File: src/rtl/rng_mix_pkg.sv
package rng_mix_pkg;
  localparam int LEN_SHORT = 59;
  localparam int LEN_LONG  = 128;
  localparam int WORD_W    = 32;

  typedef enum logic [3:0] {
    OM_RAW    = 4'd4,
    OM_PARITY = 4'd6,
    OM_ALT    = 4'd7,
    OM_XOR    = 4'd8,
    OM_LFSR   = 4'd9
  } out_mode_e;

  typedef enum logic [1:0] {
    PP_NONE  = 2'd0,
    PP_SKIP  = 2'd1,
    PP_COUNT = 2'd2,
    PP_VN    = 2'd3
  } pp_mode_e;

  localparam logic [2:0] SEED_FROM_RAW = 3'd4;

  // tap positions as zero-based bit indices
  localparam int S_TAP0 = 58, S_TAP1 = 57, S_TAP2 = 37, S_TAP3 = 36;
  localparam int L_TAP0 = 127, L_TAP1 = 125, L_TAP2 = 100, L_TAP3 = 98;
endpackage

File: src/rtl/rng_lfsr.sv
module rng_lfsr
  import rng_mix_pkg::*;
#(
  parameter int LONG_LEN  = LEN_LONG,
  parameter int SHORT_LEN = LEN_SHORT
) (
  input  logic                clk,
  input  logic                rst_n,
  input  logic                step,
  input  logic                load,
  input  logic                long_sel,
  input  logic [LONG_LEN-1:0] seed,
  output logic [LONG_LEN-1:0] state_q,
  output logic                out_bit
);
  localparam int PAD = LONG_LEN - SHORT_LEN;

  logic [LONG_LEN-1:0] short_mask, masked, next_state;
  logic fb_short, fb_long;

  assign short_mask = {{PAD{1'b0}}, {SHORT_LEN{1'b1}}};
  assign masked     = long_sel ? seed : (seed & short_mask);

  assign fb_short = state_q[S_TAP0] ^ state_q[S_TAP1] ^ state_q[S_TAP2] ^ state_q[S_TAP3];
  assign fb_long  = state_q[L_TAP0] ^ state_q[L_TAP1] ^ state_q[L_TAP2] ^ state_q[L_TAP3];

  always_comb begin
    if (long_sel) next_state = {state_q[LONG_LEN-2:0], fb_long};
    else          next_state = {{PAD{1'b0}}, state_q[SHORT_LEN-2:0], fb_short};
  end

  assign out_bit = long_sel ? state_q[LONG_LEN-1] : state_q[SHORT_LEN-1];

  always_ff @(posedge clk or negedge rst_n) begin
    if (!rst_n) begin
      state_q <= LONG_LEN'(1);
    end else if (load) begin
      state_q <= (masked == '0) ? LONG_LEN'(1) : masked;
    end else if (step) begin
      state_q <= next_state;
    end
  end
endmodule

File: src/rtl/rng_combiner.sv
module rng_combiner
  import rng_mix_pkg::*;
(
  input  logic       clk,
  input  logic       rst_n,
  input  logic       beat,
  input  logic [3:0] mode,
  input  logic       raw_bit,
  input  logic       lfsr_bit,
  output logic       mix_bit
);
  logic alt_q, prev_q;

  always_comb begin
    unique case (mode)
      OM_LFSR:   mix_bit = lfsr_bit;
      OM_XOR:    mix_bit = lfsr_bit ^ raw_bit;
      OM_ALT:    mix_bit = alt_q ? raw_bit : lfsr_bit;
      OM_PARITY: mix_bit = lfsr_bit ^ raw_bit ^ prev_q;
      default:   mix_bit = raw_bit;
    endcase
  end

  always_ff @(posedge clk or negedge rst_n) begin
    if (!rst_n) begin
      alt_q  <= 1'b0;
      prev_q <= 1'b0;
    end else if (beat) begin
      if (mode == OM_ALT)    alt_q  <= ~alt_q;
      if (mode == OM_PARITY) prev_q <= mix_bit;
    end
  end
endmodule

File: src/rtl/rng_postproc.sv
module rng_postproc
  import rng_mix_pkg::*;
(
  input  logic       clk,
  input  logic       rst_n,
  input  logic       beat,
  input  logic [1:0] mode,
  input  logic       in_bit,
  output logic       emit,
  output logic       out_bit
);
  logic [1:0] cnt_q;
  logic       acc_q;

  always_comb begin
    emit    = 1'b0;
    out_bit = in_bit;
    unique case (mode)
      PP_NONE:  emit = beat;
      PP_SKIP:  emit = beat & cnt_q[0];
      PP_COUNT: begin
        emit    = beat & (cnt_q == 2'd3);
        out_bit = acc_q ^ in_bit;
      end
      PP_VN: begin
        emit    = beat & cnt_q[0] & (acc_q != in_bit);
        out_bit = acc_q;
      end
      default: emit = beat;
    endcase
  end

  always_ff @(posedge clk or negedge rst_n) begin
    if (!rst_n) begin
      cnt_q <= '0;
      acc_q <= 1'b0;
    end else if (beat) begin
      unique case (mode)
        PP_SKIP: cnt_q[0] <= ~cnt_q[0];
        PP_COUNT: begin
          cnt_q <= cnt_q + 2'd1;
          acc_q <= (cnt_q == 2'd3) ? 1'b0 : (acc_q ^ in_bit);
        end
        PP_VN: begin
          cnt_q[0] <= ~cnt_q[0];
          if (!cnt_q[0]) acc_q <= in_bit;
        end
        default: ;
      endcase
    end
  end
endmodule

File: src/rtl/rng_packer.sv
module rng_packer #(
  parameter int W = 32
) (
  input  logic         clk,
  input  logic         rst_n,
  input  logic         emit,
  input  logic         bit_in,
  input  logic         word_ready,
  output logic         word_valid,
  output logic [W-1:0] word_data
);
  localparam int CW = $clog2(W);
  localparam logic [CW-1:0] LAST = CW'(W - 1);

  logic [CW-1:0] cnt_q;

  always_ff @(posedge clk or negedge rst_n) begin
    if (!rst_n) begin
      cnt_q      <= '0;
      word_data  <= '0;
      word_valid <= 1'b0;
    end else begin
      if (word_valid && word_ready) word_valid <= 1'b0;
      if (emit) begin
        word_data[cnt_q] <= bit_in;
        if (cnt_q == LAST) begin
          cnt_q      <= '0;
          word_valid <= 1'b1;
        end else begin
          cnt_q <= cnt_q + 1'b1;
        end
      end
    end
  end
endmodule

File: src/rtl/rng_mixer_pp.sv
module rng_mixer_pp
  import rng_mix_pkg::*;
#(
  parameter int LONG_LEN  = LEN_LONG,
  parameter int SHORT_LEN = LEN_SHORT,
  parameter int W         = WORD_W
) (
  input  logic                clk,
  input  logic                rst_n,
  input  logic                raw_bit,
  input  logic                raw_valid,
  output logic                raw_ready,
  input  logic [3:0]          out_mode,
  input  logic [1:0]          pp_mode,
  input  logic                lfsr_long,
  input  logic [2:0]          seed_src,
  input  logic [LONG_LEN-1:0] user_seed,
  input  logic                seed_load,
  output logic [W-1:0]        word_data,
  output logic                word_valid,
  input  logic                word_ready
);
  logic                beat;
  logic [LONG_LEN-1:0] hist_q, seed_sel, lfsr_q;
  logic                lfsr_bit, mix_bit, pp_emit, pp_bit;

  assign raw_ready = !word_valid || word_ready;
  assign beat      = raw_valid && raw_ready;
  assign seed_sel  = (seed_src == SEED_FROM_RAW) ? hist_q : user_seed;

  always_ff @(posedge clk or negedge rst_n) begin
    if (!rst_n)    hist_q <= '0;
    else if (beat) hist_q <= {hist_q[LONG_LEN-2:0], raw_bit};
  end

  rng_lfsr #(.LONG_LEN(LONG_LEN), .SHORT_LEN(SHORT_LEN)) u_lfsr (
    .clk(clk), .rst_n(rst_n), .step(beat), .load(seed_load),
    .long_sel(lfsr_long), .seed(seed_sel), .state_q(lfsr_q), .out_bit(lfsr_bit)
  );

  rng_combiner u_mix (
    .clk(clk), .rst_n(rst_n), .beat(beat), .mode(out_mode),
    .raw_bit(raw_bit), .lfsr_bit(lfsr_bit), .mix_bit(mix_bit)
  );

  rng_postproc u_pp (
    .clk(clk), .rst_n(rst_n), .beat(beat), .mode(pp_mode),
    .in_bit(mix_bit), .emit(pp_emit), .out_bit(pp_bit)
  );

  rng_packer #(.W(W)) u_pack (
    .clk(clk), .rst_n(rst_n), .emit(pp_emit), .bit_in(pp_bit),
    .word_ready(word_ready), .word_valid(word_valid), .word_data(word_data)
  );
endmodule

File: config.mk
export PLATFORM = sky130hd
export DESIGN_NAME = rng_mixer_pp
export DESIGN_NICKNAME = d
export VERILOG_FILES = /design/src/rtl/rng_mix_pkg.sv /design/src/rtl/rng_lfsr.sv /design/src/rtl/rng_combiner.sv /design/src/rtl/rng_postproc.sv /design/src/rtl/rng_packer.sv /design/src/rtl/rng_mixer_pp.sv
export SDC_FILE = /design/constraint.sdc
export NUM_CORES = 1
export LEC_CHECK = 0
export BUFFER_PORTS_ARGS = -buffer_cell sky130_fd_sc_hd__buf_2
export CAP_MARGIN = 20
export CORE_MARGIN = 2
export CORE_UTILIZATION = 59
export CTS_BUF_LIST = sky130_fd_sc_hd__clkbuf_16
export DETAILED_ROUTE_END_ITERATION = 12
export GPL_TIMING_DRIVEN = 1
export PLACE_DENSITY = 0.85
export SKIP_CTS_REPAIR_TIMING = 1
export SLEW_MARGIN = 15
export SYNTH_ARGS = -nofsm -noshare
export SYNTH_HDL_FRONTEND = slang
export SYNTH_HIERARCHICAL = 1
export SYNTH_SLANG_ARGS = --single-unit
export TNS_END_PERCENT = 10
File: constraint.sdc
create_clock -name clk -period 3.7 [get_ports clk]
set_input_delay 0.37 -clock clk [delete_from_list [all_inputs] [get_ports clk]]
set_output_delay 0.37 -clock clk [all_outputs]
set_load 0.05 [all_outputs]
# After elaboration in Yosys (flattened, before gate mapping)
# Index checks and enable logic that the tools add are counted.
# Widths: inputs -> output; s select.
[classes]
eq_ne = 12
n_addsub = 2
order_cmp = 2
n_mux = 22
bitwise = 14
reduce_logical = 16
[op_table]
columns = ["cell", "n"]
rows = [
  ["$mux 128", 6],
  ["$logic_not 128->1", 1],
  ["$bwmux 32", 1],
  ["$xor 1x1->1", 9],
  ["$eq 4x3->1 const B", 2],
  ["$eq 4x4->1 const B", 2],
  ["$mux 1", 8],
  ["$pmux 1 s4", 2],
  ["$reduce_and 2->1", 4],
  ["$eq 2x2->1 const B", 3],
  ["$lt 5x6->1 const B", 1],
  ["$pmux 1 s2", 3],
  ["$reduce_bool 2->1", 3],
  ["$add 5x1->5 const B", 1],
  ["$demux 1 s5", 1],
  ["$eq 5x5->1 const B", 1],
  ["$ge 5x1->1 const B", 1],
  ["$mux 5", 1],
  ["$and 1x1->1", 3],
  ["$eq 3x3->1 const B", 1],
  ["$logic_and 1x1->1", 3],
  ["$reduce_and 3->1", 1],
  ["$add 2x1->2 const B", 1],
  ["$eq 2x1->1 const B", 1],
  ["other kinds (7)", 8],
]
[totals]
in_bits = 144
wordCells = 78
register_bits = 299
out_inout_bits = 34

# Logic depth before layout (Yosys ltp)
# Gate-level depths: netlist of the first run.
[depth]
word_depth = 8
mapped_depth = 13
mapped_depth_nobuf = 10

# Cells and area by module
# The synthesis of the first run kept the hierarchy.
[by_module_without_submodules]
columns = ["module", "cells_per_inst", "instances", "seq_area_each_um2", "area_each_um2"]
rows = [
  ["rng_mixer_pp", 415, 1, 3203.1, 6471.2],
  ["rng_lfsr", 693, 1, 3204.3, 6434.9],
  ["rng_packer", 144, 1, 950.9, 1720.4],
  ["rng_postproc", 25, 1, 75.1, 231.5],
  ["rng_combiner", 26, 1, 50.0, 206.4],
]

# Least setup slack after synthesis of the first run
# No wires, ideal clock.
[synth_path]
kind = "input -> register"
startpoint = "in lfsr_long"
endpoint = "reg u_pack.word_data[13]"
arrival_time_ps = 3247
t_required_ps = 3575
path_slack_ps = 328
setup_time_ps = 125
stages = 12
path_buffers = 2
cell_sequence = "clkbuf_1 -> mux2_2 -> clkbuf_2 -> nand3b_1 -> a2111oi_0 -> o32ai_1 -> xor2_1 -> nor2_1 -> nor3_1 -> nand2_1 -> nor2_1 -> mux2_2"
[synth_between]
elab_chain_len = 7
word_cells_on_any_way = 11
classes_between = "eq/ne (1); mux (6); bitwise (4)"
[synth_rtl]
columns = ["item", "line_no", "source"]
rows = [
  ["from (decl)", "rng_mixer_pp.sv:15", "input logic lfsr_long,"],
  ["$mux 1 (*)", "rng_lfsr.sv:32", "assign out_bit = long_sel ? state_q[LONG_LEN-1] : state_q[SHORT_LEN-1];"],
  ["net lfsr_bit", "rng_mixer_pp.sv:25", "logic lfsr_bit, mix_bit, pp_emit, pp_bit;"],
  ["$xor 1x1->1", "rng_combiner.sv:17, rng_combiner.sv:19", ""],
  ["$xor 1x1->1", "rng_combiner.sv:19", "OM_PARITY: mix_bit = lfsr_bit ^ raw_bit ^ prev_q;"],
  ["$pmux 1 s4 (*)", "rng_combiner.sv:15", "unique case (mode)"],
  ["net mix_bit", "rng_mixer_pp.sv:25", ""],
  ["$ne 1x1->1 (*)", "rng_postproc.sv:26", "emit = beat & cnt_q[0] & (acc_q != in_bit);"],
  ["$and 1x1->1 (*)", "rng_postproc.sv:26", ""],
  ["$pmux 1 s4 (*)", "rng_postproc.sv:18", "unique case (mode)"],
  ["net pp_emit", "rng_mixer_pp.sv:25", ""],
  ["to (signal, indexed assignment)", "rng_packer.sv:25", "word_data[cnt_q] <= bit_in;"],
  ["to (decl)", "rng_packer.sv:10", "output logic [W-1:0] word_data"],
]
# Mark *: on every way through the listed nets, which the timed path passes. The rest lies on a longest branch.
# A chain may end at the register's enable or synchronous reset.

# Worst setup path after layout of the first run
[layout_path]
startpoint = "reg u_lfsr.state_q[58]"
endpoint = "reg u_pack.word_data[21]"
[layout_between]
elab_chain_len = 7
word_cells_on_any_way = 11
classes_between = "eq/ne (1); mux (6); bitwise (4)"
[layout_rtl]
columns = ["item", "line_no", "source"]
rows = [
  ["from (decl)", "rng_lfsr.sv:13", "output logic [LONG_LEN-1:0] state_q,"],
  ["from (signal assigned)", "rng_lfsr.sv:38", "state_q <= (masked == '0) ? LONG_LEN'(1) : masked;"],
  ["from (signal assigned)", "rng_lfsr.sv:40", "state_q <= next_state;"],
  ["$mux 1 (*)", "rng_lfsr.sv:32", ""],
  ["net lfsr_bit", "rng_mixer_pp.sv:25", ""],
  ["$xor 1x1->1", "rng_combiner.sv:17, rng_combiner.sv:19", ""],
  ["$xor 1x1->1", "rng_combiner.sv:19", ""],
  ["$pmux 1 s4 (*)", "rng_combiner.sv:15", ""],
  ["net mix_bit", "rng_mixer_pp.sv:25", ""],
  ["$ne 1x1->1 (*)", "rng_postproc.sv:26", ""],
  ["$and 1x1->1 (*)", "rng_postproc.sv:26", ""],
  ["$pmux 1 s4 (*)", "rng_postproc.sv:18", ""],
  ["net pp_emit", "rng_mixer_pp.sv:25", ""],
]
# Marked as above.

==> summary.md, run 1 <==
| Metric | Value |
|---|---|
| Outcome | `finished, violations left` |
| Failing checks | `hold timing` |
| Vias in the first global route | `10.64k` |
| RePlAce Congestion | `a little over 0.8` |
| First-pass GRT wire length | `about 55000 µm` |
| Routed WL per cell | `around 19 µm` |
| Worst EP required | `4.08 ns` |
| Final Util | `0.6829` |
| Setup TNS | `0 ns` |
| DR vias/cell | `5.822` |
| Share of total power in combinational logic | `0.197` |
| Clock buffer depth | `3` |
| Final worst-path cycle share | `0.9570` |
| Syn-to-layout area delta | `13.83%` |
| Most frequent cell after synthesis | `dfrtp_1` |
| Synth Area in Adders | `0.004983` |
| Fin cells | `1800` |
| Initial core utilization | `0.6000` |
| Synth top area cells | `dfrtp_1 (50%), mux2_2 (19%), nand2_1 (5.1%)` |
| Synth area leader | `dfrtp_1` |
| Fmax | `between 0.2 and 0.3 GHz` |
| Flop pwr share | `0.444` |
| CTS buffer count | `34` |
| WHS | `-0.008612 ns` |
| Leakage | `between 8 and 9 nW` |
| Mux cell area share after synthesis | `0.2646` |
| Layout cells sized above 1 | `0.3730` |
| Post-Place Cells | `between 1.5k and 2k` |
| Via Count | `10.48k` |
| Clock transition at path regs | `around 0.060 ns` |
| Slew Viols, Final | `0` |
| Die height | `163.8 µm` |
| YS warnings | `6` |
| # port buffers | `177` |
| Max-cap violations | `0` |
| Top-area cell type share of the netlist area | `0.4950` |
| Cell area after synthesis | `15060 µm²` |
| Core Footprint | `between 20000 and 30000 µm²` |
| Clock Power Share | `0.359` |
| TritonRoute pass-1 iters | `5` |
| WS Path Type | `reg2reg` |
| Fin. Hold Viols | `1` |
| Async set-or-reset flop fraction in the synthesized netlist | `1.000` |
| PwrDens | `approximately 530 nW/µm²` |
| Main combinational cell family by area after synthesis | `multiplexers` |
| Startpoint class of the critical path | `flop` |
| Synth Area in XOR/XNOR | `0.006395` |
| Area after DPL | `16050 µm²` |
| Worst setup EP type | `flop` |
| Sequential share of the synthesized area | `0.4968` |
| Io pins | `between 150 and 200` |
| Post-route cell area | `17150 µm²` |
| # rows | `58` |
| Int Power | `6.336 mW` |
| Largest net degree at the start of global routing | `roughly 140` |
| Fin nets | `1588` |
| Synth cell count leaders | `dfrtp_1 (298), mux2_2 (259), nand2_1 (203)` |
| Clk_skew | `roughly 0.014 ns` |
| Critical Path Fanout Max | `7` |
| Worst-Skew Late Latency | `roughly 0.51 ns` |
| Worst r2r path cells | `10` |
| RSZ-0062 raised after global routing | `no` |
| CTS tree | `built` |
| Area share of and/or/nand/nor cells after synthesis | `0.09302` |
| Mapped Cells | `1303` |
| Reg2reg end | `u_pack/word_data[21]$_DFFE_PN0P_` |
| Slew headroom | `0.2987` |
| Initial drt markers | `roughly 830` |
| Switching share of total power | `0.2993` |
| Final wirelength | `33660 µm` |
| Psw | `between 2 and 3 mW` |
| CTS sink count | `299` |
| Max VDD drop | `0.0003453 V` |
| H-tree Lvls | `2` |
| Syn Area/Cell | `11.56 µm²` |
| Die X-Extent | `163.8 µm` |
| Final setup fails | `0` |
| Syn nets | `1453` |
| Routed Antenna Nets | `0` |
| R2r startpoint | `u_lfsr/state_q[58]$_DFFE_PN0P_` |
| Measured slew at the worst slew-check pin | `1.052 ns` |
| GRT Total Usage | `0.2536` |
| WP data arrival | `3.93 ns` |
| Top FF cell, synth | `dfrtp_1` |
| Initial antenna violation count | `8` |
| Post-synth EDFFs | `0` |
| HPWL Detailed | `21790 µm` |
| Netlist cell types | `between 50 and 60` |
| Worst hold path type | `in2async` |
| Final critical-path required period | `3.541 ns` |
| Synth Area in Compound Gates | `0.09485` |
| Yosys reg bits | `299` |
| Gr ovfl total | `0` |
| CTS Root Cell | `clkbuf_16` |
| Residual DRC | `0` |
| Reg2Reg Setup Slack | `0.16 ns` |
| Die area | `26830 µm²` |
## area by class of cell
class	count	area (µm²)
inverters	11	53.80
clock buffers	35	875.8
diodes	9	22.52
repair buffers	192	1102
flip-flops and latches	299	7483
fillers	1831	7961
well taps	330	412.9
multi-input cells	900	7007
clock inverters	24	190.2
## routing by layer
metal	track usage	share of wire	vias up
li1	-	-	4948
met1	0.3369	0.43	5187
met2	0.4186	0.49	270
met3	0.04747	0.055	73
met4	0.09091	0.031	2
met5	0	0.00048	-
## placed cells by master, fill, tap and decap left out, types with 2 or more instances in the layout
cell type / n
clkinv_2: 6
nand2_1: 203
a32o_1: 2
mux2_1: 3
a21oi_1: 5
nor2_2: 2
o21ai_0: 95
and3_1: 2
bufinv_16: 3
diode_2: 9
xor2_1: 4
buf_2: 175
buf_4: 8
clkbuf_16: 35
inv_6: 2
xnor2_1: 7
nor4_1: 26
nand3b_1: 4
nand4_1: 8
or3b_4: 2
ha_1: 6
dfrtp_1: 298
nor3_1: 6
nor2_1: 32
mux2i_1: 60
clkinv_1: 7
nor4_2: 4
nand3_1: 6
mux2_4: 29
a22o_1: 72
o21ai_1: 39
mux2_2: 259
buf_12: 7
nand2b_1: 4
inv_1: 15
## cells by family (layout without fill, tap and decap cells)
| kind of cell | Yosys count | after routing |
|---|---|---|
| AOI/OAI and AO/OA | 223 | 223 |
| buffers and inverters | 104 | 262 |
| adders and majority gates | 6 | 6 |
| other | 0 | 9 |
| xor gates and xnor gates | 11 | 11 |
| DFF | 299 | 299 |
| and+or+nand+nor | 309 | 309 |
| muxes | 351 | 351 |
## power by group through the flow
stage | Clock (mW) | Combinational, mW | Sequential [mW]
6_report | 3.24 | 1.78 | 4.02
4_1_cts | 3.31 | 1.78 | 4.01
2_1_floorplan | 0 | 1.02 | 4.29
3_5_place_dp | 0 | 1.77 | 4.06
3_3_place_gp | 0 | 1.71 | 4.04
5_1_grt | 3.44 | 1.93 | 4.08
## sequential cells by signal (all words and copies together), names as in the netlist
register	flops
u_pp/cnt_q	2
hist_q	128
u_mix/prev_q	1
u_pack/cnt_q	5
u_lfsr/state_q	128
u_mix/alt_q	1
u_pack/word_data	32
u_pp/acc_q	1
u_pack/word_valid	1
## worst max path at each step
stage	start	endpoint	slack [ns]	cells after the start
global placement	lfsr_long	u_pack/word_data[13]$_DFFE_PN0P_	0.30	11
detailed placement	lfsr_long	u_pack/word_data[21]$_DFFE_PN0P_	0.15	11
CTS	u_lfsr/state_q[58]$_DFFE_PN0P_	u_pack/word_data[21]$_DFFE_PN0P_	0.21	10
finish	u_lfsr/state_q[58]$_DFFE_PN0P_	u_pack/word_data[21]$_DFFE_PN0P_	0.16	10
global route	u_lfsr/state_q[58]$_DFFE_PN0P_	u_pack/word_data[21]$_DFFE_PN0P_	0.0005	10
floorplan	lfsr_long	u_pack/word_data[13]$_DFFE_PN0P_	0.33	12
## critical path, cell delays in order, from the launching register on
cell,delay [ns]
dfrtp_1,0.43
mux2_2,0.36
nand2b_1,0.17
a2111oi_0,0.46
o32ai_2,0.24
xor2_1,0.22
nor2_1,0.07
nor3_1,0.51
nand2_1,0.37
nor2_1,0.23
mux2_2,0.36
## stage by stage
step / setup WS (ns) / power, mW
after floorplan: 0.3284 / 5.305
after global placement: 0.3006 / 5.753
final: 0.1589 / 9.042
after global routing: 0.0005147 / 9.451
after CTS: 0.2094 / 9.109
after detailed placement: 0.1481 / 5.830
Power figures use the tool's default switching activity.
==> run 2, diff against run 1 <==
Settings changed: CORE_UTILIZATION 59 to 60, PLACE_DENSITY 0.85 to 0.86, REMOVE_ABC_BUFFERS set to 1.
Clock period 3.7 ns to 4.1 ns, I/O delays scaled along.
==> run 2 against run 1 <==
The run now ends clean. Design area shrank 1.4%. Flip-flop and latch count is the same. Clock power shrank 21%. Wire length shrank 3.5%. Die area shrank 1.6%. Maximum frequency grew 7.8%. Largest power group unchanged. Final cell count shrank 1.1%. First-iteration DRC count shrank 18%. Sequential share of layout area grew 0.62 points. Sequential power shrank 10%. Critical path type unchanged. Largest cell class unchanged.
==> summary.md, run 2 (synthesis gave the netlist of run 1 again) <==
| Metric | Value |
|---|---|
| Critical Path Fanout Max | `16` |
| Outcome | `finished clean` |
| Routed WL per cell | `18.24 µm` |
| Clk_skew | `0.01321 ns` |
| Worst EP required | `4.54 ns` |
| # port buffers | `177` |
| Slew Viols, Final | `0` |
| RSZ-0062 raised after global routing | `no` |
| Core Footprint | `24460 µm²` |
| DR vias/cell | `between 5 and 6` |
| Switching share of total power | `0.3040` |
| Initial antenna violation count | `2` |
| Initial core utilization | `0.6158` |
| Worst-Skew Late Latency | `0.56 ns` |
| RePlAce Congestion | `0.8015` |
| Int Power | `5.396 mW` |
| PwrDens | `458.5 nW/µm²` |
| Final critical-path required period | `3.285 ns` |
| Final wirelength | `approximately 32000 µm` |
| Io pins | `178` |
| Die area | `roughly 26000 µm²` |
| Fin. Hold Viols | `0` |
| Share of total power in combinational logic | `0.204` |
| R2r startpoint | `u_lfsr/state_q[58]$_DFFE_PN0P_` |
| CTS sink count | `299` |
| Residual DRC | `0` |
| Met2 routed WL | `around 16000 µm` |
| Reg2Reg Setup Slack | `0.81 ns` |
| CTS buffer count | `31` |
| Psw | `2.357 mW` |
| H-tree Lvls | `1` |
| Worst hold start | `word_ready` |
| Clock transition at path regs | `0.06 ns` |
| Fin nets | `1583` |
| Reg2reg end | `u_pack/word_data[6]$_DFFE_PN0P_` |
| WHS | `0.04948 ns` |
| Final Util | `0.6912` |
| Max-cap violations | `0` |
| WP data arrival | `~3.7 ns` |
| M1 WL | `roughly 14000 µm` |
| Slew headroom | `0.2835` |
| CTS tree | `built` |
| Worst Hold Depth | `2` |
| CTS Root Cell | `clkbuf_16` |
| WS Path Type | `reg2reg` |
| Die height | `162.5 µm` |
| Initial drt markers | `685` |
| Top sig layer | `met5` |
| Gr ovfl total | `0` |
| First-pass GRT wire length | `around 54000 µm` |
| Via Count | `10.41k` |
| Clock Power Share | `0.330` |
| Leakage | `8.078 nW` |
| Die X-Extent | `~160 µm` |
| Final worst-path cycle share | `0.8013` |
| Vias in the first global route | `10.67k` |
| Measured slew at the worst slew-check pin | `1.075 ns` |
| TritonRoute pass-1 iters | `5` |
| WHS Endpoint | `u_pack/word_valid$_DFF_PN0_` |
| Final setup fails | `0` |
| Startpoint class of the critical path | `flop` |
| Max VDD drop | `~0.00040 V` |
| Layout cells sized above 1 | `0.3670` |
| Commonest cells after routing, fill and taps aside | `dfrtp_1 (298), mux2_2 (259), nand2_1 (203)` |
| Worst hold path type | `in2reg` |
| Routed length on met3 | `1414 µm` |
| Most common cell after layout, fill and taps aside | `dfrtp_1` |
| Fmax | `~0.30 GHz` |
| Syn-to-layout area delta | `12.23%` |
| Largest net degree at the start of global routing | `135` |
| Regs by FF count | `hist_q x128, u_lfsr/state_q x128, u_pack/word_data x32` |
| GRT Total Usage | `0.2480` |
| # rows | `57` |
| Clock buffer depth | `3` |
| Routed Antenna Nets | `0` |
| HPWL Detailed | `20760 µm` |
| Worst setup EP type | `flop` |
| Flop pwr share | `0.466` |
| Worst r2r path cells | `11` |
## run 2: changes by cell type in the layout (fill, tap and decap cells not counted)
cell and delta:
clkinv_1 +1, dlygate4sd3_1 +1, diode_2 -8, inv_1 +2, o32ai_1 +1, inv_6 -1, clkinv_2 -1, clkbuf_16 -4
clkinvlp_4 +1, bufinv_16 -2, buf_12 -3, o32ai_2 -1
## run 2: cell type report
cell class	instances	area, µm²
flip-flops and latches	299	7483
clock buffers	31	775.7
fillers	1757	7555
well taps	324	405.4
multi-input cells	900	6999
repair buffers	190	1052
inverters	11	53.80
clock inverters	24	135.1
diodes	1	2.502
## run 2: per-layer routing
metal,vias up,global-route usage
met3,46,0.03591
met2,248,0.4172
met4,2,0.06034
met1,5193,0.3430
li1,4922,-
met5,-,0
## run 2: worst max-delay path, stage by stage, from the launching register on
cell,delay (ns)
dfrtp_1,0.43
mux2_2,0.35
nand2b_1,0.16
a2111oi_0,0.47
o32ai_1,0.29
xor2_1,0.20
nor2_1,0.06
nor3_1,0.18
buf_4,0.23
nand2_1,0.24
nor2_1,0.19
mux2_2,0.35
## run 2: worst max path at each step
stage | startpoint | endpoint | slack, ns | cells past startpoint
floorplan | seed_src[1] | u_lfsr/state_q[0]$_DFFE_PN1P_ | -2.71 | 7
global placement | lfsr_long | u_pack/word_data[20]$_DFFE_PN0P_ | 0.84 | 12
detailed placement | lfsr_long | u_pack/word_data[22]$_DFFE_PN0P_ | 0.67 | 12
CTS | u_lfsr/state_q[58]$_DFFE_PN0P_ | u_pack/word_data[22]$_DFFE_PN0P_ | 0.85 | 11
global route | u_lfsr/state_q[58]$_DFFE_PN0P_ | u_pack/word_data[22]$_DFFE_PN0P_ | 0.57 | 11
finish | u_lfsr/state_q[58]$_DFFE_PN0P_ | u_pack/word_data[6]$_DFFE_PN0P_ | 0.81 | 11
## run 2: per-stage QoR
| stage | instances | setup TNS (ns) | cell area (µm²) | setup slack [ns] | power, mW |
|---|---|---|---|---|---|
| 3_5_place_dp | 1723 | 0 | 15980 | 0.6720 | 5.238 |
| 6_report | 1780 | 0 | 16910 | 0.8148 | 7.752 |
| 4_1_cts | 1778 | 0 | 16900 | 0.8545 | 7.816 |
| 3_3_place_gp | 1723 | 0 | 15980 | 0.8388 | 5.173 |
| 2_1_floorplan | 1210 | -306.17 | 14520 | -2.707 | 4.717 |
| 5_1_grt | 1779 | 0 | 16910 | 0.5725 | 8.129 |
## run 2: power by group through the flow
stage          clock network, mW  registers, mW  logic, mW
6_report                    2.56           3.61       1.59
5_1_grt                     2.74           3.66       1.73
4_1_cts                     2.62           3.61       1.59
3_5_place_dp                   0           3.66       1.58
3_3_place_gp                   0           3.64       1.54
2_1_floorplan                  0           3.89      0.831
